--- src/rtl/slp_pkg.sv ---
package slp_pkg;

  typedef enum logic [1:0] {
    POL_ACCESS_WAKE = 2'd0,
    POL_EXIT_WAKE   = 2'd1,
    POL_RESERVED    = 2'd2,
    POL_OFF         = 2'd3
  } slp_policy_e;

  typedef enum logic [1:0] {
    ST_ON   = 2'd0,
    ST_LP   = 2'd1,
    ST_WAKE = 2'd2
  } slp_state_e;

endpackage

--- src/rtl/slp_policy_dec.sv ---
module slp_policy_dec
  import slp_pkg::*;
(
  input  logic [1:0] policy_i,
  output logic       lp_allowed_o,
  output logic       exit_wake_o
);

  slp_policy_e pol;

  always_comb begin
    pol          = slp_policy_e'(policy_i);
    lp_allowed_o = 1'b0;
    exit_wake_o  = 1'b0;
    case (pol)
      POL_ACCESS_WAKE: lp_allowed_o = 1'b1;
      POL_EXIT_WAKE: begin
        lp_allowed_o = 1'b1;
        exit_wake_o  = 1'b1;
      end
      default: begin
        // reserved code falls back to the off policy
        lp_allowed_o = 1'b0;
        exit_wake_o  = 1'b0;
      end
    endcase
  end

endmodule

--- src/rtl/slp_wake_timer.sv ---
module slp_wake_timer #(
  parameter int unsigned WAKE_CYC = 4
) (
  input  logic clk,
  input  logic rst_n,
  input  logic run_i,
  output logic done_o
);

  localparam int unsigned CNT_W = (WAKE_CYC > 1) ? $clog2(WAKE_CYC) : 1;
  localparam logic [CNT_W-1:0] LAST = CNT_W'(WAKE_CYC - 1);

  logic [CNT_W-1:0] cnt_q, cnt_d;
  logic             cnt_en;

  always_comb begin
    cnt_en = run_i || (cnt_q != '0);
    cnt_d  = run_i ? (cnt_q + 1'b1) : '0;
  end

  always_ff @(posedge clk or negedge rst_n) begin
    if (!rst_n)      cnt_q <= '0;
    else if (cnt_en) cnt_q <= cnt_d;
  end

  assign done_o = run_i && (cnt_q == LAST);

  // the count never runs past the last wake cycle
  a_r6_cnt_bound: assert property (@(posedge clk) disable iff (!rst_n)
    run_i |-> (cnt_q <= LAST));

  // every wake phase starts from a cleared count
  a_r6_start_zero: assert property (@(posedge clk) disable iff (!rst_n)
    $rose(run_i) |-> (cnt_q == '0));

endmodule

--- src/rtl/slp_fsm.sv ---
module slp_fsm
  import slp_pkg::*;
(
  input  logic clk,
  input  logic rst_n,
  input  logic sleep_enter_i,
  input  logic sleep_exit_i,
  input  logic acc_req_i,
  input  logic lp_allowed_i,
  input  logic exit_wake_i,
  input  logic wake_done_i,
  output logic waking_o,
  output logic array_lp_o,
  output logic acc_stall_o
);

  slp_state_e state_q, state_d;
  logic       wake_req;

  always_comb begin
    wake_req = acc_req_i || !lp_allowed_i || (exit_wake_i && sleep_exit_i);
    state_d  = state_q;
    case (state_q)
      ST_ON:   if (sleep_enter_i && lp_allowed_i) state_d = ST_LP;
      ST_LP:   if (wake_req)                      state_d = ST_WAKE;
      ST_WAKE: if (wake_done_i)                   state_d = ST_ON;
      default:                                    state_d = ST_ON;
    endcase
  end

  always_ff @(posedge clk or negedge rst_n) begin
    if (!rst_n) state_q <= ST_ON;
    else        state_q <= state_d;
  end

  assign waking_o    = (state_q == ST_WAKE);
  assign array_lp_o  = (state_q == ST_LP);
  assign acc_stall_o = (state_q == ST_WAKE) || ((state_q == ST_LP) && acc_req_i);

  // low power is only entered right after an allowed sleep entry
  a_r2_lp_needs_enter: assert property (@(posedge clk) disable iff (!rst_n)
    $rose(array_lp_o) |-> $past(sleep_enter_i && lp_allowed_i));

  // on-access policy keeps the array down across a bare sleep exit
  a_r3_exit_keeps_lp: assert property (@(posedge clk) disable iff (!rst_n)
    (array_lp_o && lp_allowed_i && !exit_wake_i && !acc_req_i && sleep_exit_i)
    |=> array_lp_o);

  // on-exit policy starts the wake on sleep exit
  a_r4_exit_wakes: assert property (@(posedge clk) disable iff (!rst_n)
    (array_lp_o && exit_wake_i && sleep_exit_i) |=> (!array_lp_o && acc_stall_o));

  // an access in low power leaves low power at the next edge, still stalled
  a_r5_access_wakes: assert property (@(posedge clk) disable iff (!rst_n)
    (array_lp_o && acc_req_i) |=> (!array_lp_o && acc_stall_o));

  // with power reduction off, an active array stays active
  a_r7_off_stays_on: assert property (@(posedge clk) disable iff (!rst_n)
    (!array_lp_o && !acc_stall_o && !lp_allowed_i) |=> !array_lp_o);

endmodule

--- src/rtl/sleep_pwr_seq.sv ---
module sleep_pwr_seq #(
  parameter int unsigned WAKE_CYC = 4
) (
  input  logic       clk,
  input  logic       rst_n,
  input  logic       sleep_enter_i,
  input  logic       sleep_exit_i,
  input  logic       acc_req_i,
  input  logic [1:0] policy_i,
  output logic       array_lp_o,
  output logic       acc_stall_o
);

  logic lp_allowed;
  logic exit_wake;
  logic waking;
  logic wake_done;

  slp_policy_dec u_dec (
    .policy_i     (policy_i),
    .lp_allowed_o (lp_allowed),
    .exit_wake_o  (exit_wake)
  );

  slp_wake_timer #(.WAKE_CYC(WAKE_CYC)) u_timer (
    .clk    (clk),
    .rst_n  (rst_n),
    .run_i  (waking),
    .done_o (wake_done)
  );

  slp_fsm u_fsm (
    .clk           (clk),
    .rst_n         (rst_n),
    .sleep_enter_i (sleep_enter_i),
    .sleep_exit_i  (sleep_exit_i),
    .acc_req_i     (acc_req_i),
    .lp_allowed_i  (lp_allowed),
    .exit_wake_i   (exit_wake),
    .wake_done_i   (wake_done),
    .waking_o      (waking),
    .array_lp_o    (array_lp_o),
    .acc_stall_o   (acc_stall_o)
  );

  // a policy that forbids low power pulls the array out at the next edge
  a_r9_policy_off_wakes: assert property (@(posedge clk) disable iff (!rst_n)
    (array_lp_o && !lp_allowed) |=> !array_lp_o);

endmodule

--- config.mk ---
export PLATFORM = sky130hd
export DESIGN_NAME = sleep_pwr_seq
export DESIGN_NICKNAME = d
export VERILOG_FILES = /design/src/rtl/slp_pkg.sv /design/src/rtl/slp_policy_dec.sv /design/src/rtl/slp_wake_timer.sv /design/src/rtl/slp_fsm.sv /design/src/rtl/sleep_pwr_seq.sv
export SDC_FILE = /design/constraint.sdc
export NUM_CORES = 1
export LEC_CHECK = 0
export BUFFER_PORTS_ARGS = -buffer_cell sky130_fd_sc_hd__buf_2
export CORE_AREA = 2 2 39 41
export CTS_CLUSTER_SIZE = 25
export DETAILED_ROUTE_END_ITERATION = 10
export DIE_AREA = 0 0 41 43
export GPL_ROUTABILITY_DRIVEN = 0
export SLEW_MARGIN = 20
export SYNTH_ARGS = -nofsm -noshare
export SYNTH_HDL_FRONTEND = slang
export SYNTH_HIERARCHICAL = 1
export SYNTH_SLANG_ARGS = --single-unit
--- constraint.sdc ---
create_clock -name clk -period 3.8 [get_ports clk]
set_clock_uncertainty 0.2 [all_clocks]
set_input_delay 0.19 -clock clk [delete_from_list [all_inputs] [get_ports clk]]
set_output_delay 0.19 -clock clk [all_outputs]
set_load 0.005 [all_outputs]
# [After elaboration in Yosys (flattened, before gate mapping)]
# Index checks and enable logic that the tools add are counted.
[totals] regBits=4 elab_cells=31
[classes] add_sub_neg=1 eq_ne=7 muxes=7 reduce_logical=14
[ops] operator="2-bit 2-to-1 mux" count=4
[ops] operator="2-bit by 1-bit inequality test with 1-bit output, second input constant" count=3
[ops] operator="2-bit case mux with 3 select lines" count=1
[ops] operator="2-bit by 1-bit == test with 1-bit output, second input constant" count=2
[ops] operator="2-bit == test, second input constant" count=2
[ops] operator="1-bit logical AND" count=4
[ops] operator="2-bit logical NOT" count=2
[ops] operator="1-bit logical OR" count=4
[ops] operator="3-bit AND reduction" count=1
[ops] operator="2-bit by 1-bit adder with 2-bit output, second input constant" count=1
[ops] operator="1-bit 2-to-1 mux" count=2
[ops] operator="2-bit nonzero test" count=1
[ops] operator="2-bit OR reduction" count=1
[ops] operator="1-bit logical NOT" count=1

# [Logic depth before layout (Yosys ltp)]
[logic_depth] ltp_word=8 ltp_mapped=4 depth_no_buf=4

# [Modules after synthesis]
# Netlist, hierarchy kept.
[modules_own_cells] mod="slp_fsm" seq_area_each_um2=50.0 area_each_um2=126.4 n_inst=1 cells_each=12
[modules_own_cells] mod="slp_wake_timer" seq_area_each_um2=50.0 area_each_um2=122.6 n_inst=1 cells_each=13
[modules_own_cells] mod="slp_policy_dec" seq_area_each_um2=0.0 area_each_um2=10.0 n_inst=1 cells_each=2

# [Worst setup path after synthesis]
# Ideal clock, no wire load.
[synth_path] path_type="register to register" from="register u_fsm.state_q[1]" to="register u_fsm.state_q[1]" n_path_buf=0 path_stages_with_launch=5 arrival_time_ns=0.903 setup_slack_ns=2.572 cell_sequence="dfrtp_1 nor2b_2 and2_2 inv_1 o2bb2ai_1"
[synth_between] elab_chain_cells=4 elab_cells_between_ends=9 cone_classes="eq/ne (5); mux (1); reduce/logical (3)"
[synth_lines] element="start: declaration" line_no="slp_fsm.sv:17" text="slp_state_e state_q, state_d;"
[synth_lines] element="start signal: assignment" line_no="slp_fsm.sv:33" text="else state_q <= state_d;"
[synth_lines] element="2-bit == test" line_no="slp_fsm.sv:36" text="assign waking_o = (state_q == ST_WAKE);"
[synth_lines] element="net waking" line_no="sleep_pwr_seq.sv:16" text="logic waking;"
[synth_lines] element="1-bit logical AND" line_no="slp_wake_timer.sv:26" text="assign done_o = run_i && (cnt_q == LAST);"
[synth_lines] element="net wake_done" line_no="sleep_pwr_seq.sv:17" text="logic wake_done;"
[synth_lines] element="2-bit by 1-bit inequality test with 1-bit output (no line)"
[synth_lines] element="3-bit AND reduction (no line)"
# The timed path passes the listed nets, and every way through them passes these cells.
# A chain may end at the register's enable or synchronous reset.

# [Worst setup path after layout]
[layout_path] from="register u_fsm.state_q[1]" to="output port acc_stall_o"
[layout_between] elab_cells_between_ends=4 cone_classes="eq/ne (2); reduce/logical (2)"
[layout_rtl] element="2-bit == test"
[layout_rtl] element="net waking" line_no="sleep_pwr_seq.sv:16"
[layout_rtl] element="1-bit logical OR" line_no="slp_fsm.sv:38" text="assign acc_stall_o = (state_q == ST_WAKE) || ((state_q == ST_LP) && acc_req_i);"
[layout_rtl] element="end: declaration" line_no="sleep_pwr_seq.sv:11" text="output logic acc_stall_o"
# The timed path passes the listed nets, and every way through them passes these cells.

==> key figures <==
Floorplanning
  • FP Rows: 14
  • Io pins: 9
  • Die X: 41 um
  • Die Y-Extent: ~43 um
  • Core ar.: 1380 um^2
  • Starting density of the core: between 10% and 20%
  • Die ar.: between 1500 and 2000 um^2

Timing
  • Tmin final: around 1.5 ns
  • Post-route setup slack: about 2.3 ns
  • Slew @ Worst Pin: around 0.25 ns
  • Setup TNS: 0 ns
  • Final setup fails: 0
  • RSZ-0062 raised after global routing: false
  • Final period utilization: between 40% and 50%
  • Slew Viols, Final: 0
  • Achievable clock frequency: approximately 660 MHz
  • Slew headroom: between 80 and 90%
  • Hold Vio Cnt, Final: 0

Synthesis
  • Post-synth EDFFs: 0
  • Yosys top cell area share: between 30% and 40%
  • Cell variety after synth: 17
  • Synth area leaders: dfrtp_1 (39%), ha_1 (9.7%), inv_1 (8.7%), nor2b_4 (5.3%), a211oi_2 (4.8%)
  • Gate Count Post-Synth: 27
  • Post-synth net total: 36
  • Yosys reg bits: 4
  • Sequential area share after synthesis: 38.6%
  • Yosys warning total: 6
  • Ys async rst share: between 90% and 100%
  • Cell with the most instances after synthesis: inv_1
  • Synth Cell Area: 259 um^2
  • Most used DFF post-synth: dfrtp_1
  • Mean Syn Cell Area: 9.59 um^2
  • Synth cell count leaders: inv_1 (6), dfrtp_1 (4), ha_1 (2), nand2_1 (2)
  • Cell taking the most area after synthesis: dfrtp_1

CTS
  • CTS sink count: 4
  • Worst-Skew Late Latency: roughly 0.23 ns
  • Cts bufs inserted: 3
  • Reg clk slew, reported paths: 0.04 ns
  • Clock Root Buffer: clkbuf_4
  • CTS tree: built
  • Post-cts resize count: 0
  • Longest Clk Path Bufs: 2
  • Postcts setup bufs: 0
  • H-tree depth: 1
  • Hold_buf cts: 1

Global routing
  • First-pass GRT wire length: 759 um
  • Initial antenna violation count: 0
  • Total track usage: 7.35%
  • Largest net degree at the start of global routing: 8
  • GRT overflow: 0
  • Vias in the first global route: between 150 and 200

Route
  • Routed wire length: approximately 490 um
  • DRT Pass-1 Iters: 2
  • DRC Markers: 0
  • Antenna viol nets, final: 0
  • Iter 0 DRT Violations: 5
  • Vias per cell: around 3.9
  • Vias: 213
  • Wire per inst: between 8 and 9 um

Critical path
  • Worst setup SP type: flop
  • Kind of critical path: reg2out
  • WP data required: between 3 and 4 ns
  • Worst Path Buf+Inv: 1
  • CP Cell Sequence: nor2b_2, a21o_1, buf_2
  • CP Max Fanout: 7
  • Critical Path AT: 1.13 ns
  • CP peak stage delay: roughly 0.4 ns
  • CP max stage cell: dfrtp_1
  • Largest delay contributor family on the critical path: flip-flops
  • Critical path capture point type: output port

Layout
  • Fin area: about 350 um^2
  • Antenna diodes: 0
  • Synth-to-Final Area Change: 35.7%
  • NumNets Final: 50
  • Layout cell share with drive strength beyond 1: a little over two fifths

Power and ir drop
  • Worst vdd ir: roughly 240 uV
  • Static Leakage: ~0.18 nW
  • Pwr dens: 590 nW/um^2
  • Total power: roughly 0.21 mW

Placement
  • Placed Area: ~320 um^2
  • Worst slack at placement: between 2 and 2.5 ns
  • Final HPWL DP: about 380 um
  • IO buf count: 8

Worst hold path
  • Min-delay worst type: in2reg

Flow run
  • Max Cap Violations: 0

Run status
  • Status: complete, no violations
-- power breakdown --
part           total [mW]  leakage, nW  internal [mW]  switching, mW
Sequential         0.0756       0.0516         0.0586         0.0170
Combinational      0.0797        0.113         0.0411         0.0387
Clock              0.0522       0.0138         0.0353         0.0170
-- flip-flops by register name, indices dropped and copies added (netlist names) --
signal         flops
u_timer/cnt_q      2
u_fsm/state_q      2
-- worst reg2reg max path: cells and delay by family (launching register included) --
family          cells  cell delay (ns)
simple gates        2             0.48
buf+inv             1             0.03
flops               1             0.39
compound gates      1             0.10
-- through the flow --
stage / utilization (%) / hold slack, ns / cells
2_1_floorplan: - / -0.306 / 27
3_3_place_gp: 23.1 / -0.203 / 51
3_5_place_dp: 23.1 / -0.202 / 51
4_1_cts: 25.4 / 0.0358 / 55
5_1_grt: 25.4 / 0.0424 / 55
6_report: 25.4 / 0.0335 / 55
-- worst paths after layout --
| kind | cells after the start | startpoint | slack (ns) | to |
|---|---|---|---|---|
| max in group asynchronous | 2 | rst_n | 3.19 | u_timer/cnt_q[0] |
| min | 2 | sleep_enter_i | 0.03 | u_fsm/state_q[0] |
| min in group asynchronous | 2 | rst_n | 0.09 | u_fsm/state_q[0] |
| max | 3 | u_fsm/state_q[1] | 2.28 | acc_stall_o |
| min reg2reg | 1 | u_timer/cnt_q[0] | 0.33 | u_timer/cnt_q[0] |
| max reg2reg | 4 | u_fsm/state_q[1] | 2.48 | u_fsm/state_q[1] |
-- layer usage --
| layer | track usage (%) | vias to the layer above | wire length [um] |
|---|---|---|---|
| met2 | 9.69 | 10 | 209 |
| met1 | 6.82 | 92 | 207 |
| met4 | 2.00 | 0 | 0 |
| li1 | - | 111 | - |
| met5 | 0 | - | 0 |
| met3 | 9.42 | 0 | 71 |
-- cell type report --
cell class / instances / area (um^2)
Inverter: 7 / 26.3
Clock buffer: 3 / 22.5
Tap cell: 16 / 20.0
Sequential cell: 4 / 100
Timing Repair Buffer: 9 / 50.0
Multi-Input combinational cell: 16 / 133
Fill cell: 154 / 1030
-- layout by cell type, fill, tap and decap left out --
master / netlist / routed
nor2b_2: 1 / 1
nor2b_1: 1 / 1
and2_2: 1 / 1
a32o_1: 1 / 1
dlygate4sd3_1: 0 / 1
inv_2: 1 / 1
a21o_1: 1 / 1
nor2b_4: 1 / 1
inv_1: 6 / 6
ha_1: 2 / 2
o21ai_0: 1 / 1
o21ai_2: 1 / 1
a211oi_2: 1 / 1
nand2_1: 2 / 2
nor2_1: 1 / 1
nand3b_1: 1 / 1
clkbuf_4: 0 / 3
buf_2: 0 / 8
dfrtp_1: 4 / 4
o2bb2ai_1: 1 / 1
-- kinds of logic (layout without fill, tap and decap cells) --
group	after synthesis	after routing	share of synthesized area, %
AO/OA/AOI/OAI	6	6	20.3
adder cells (fa/ha/maj)	2	2	9.66
buffers and inverters	7	19	10.1
flip-flops	4	4	38.6
AND/OR/NAND/NOR	8	8	21.3
Power figures use the tool's default switching activity.
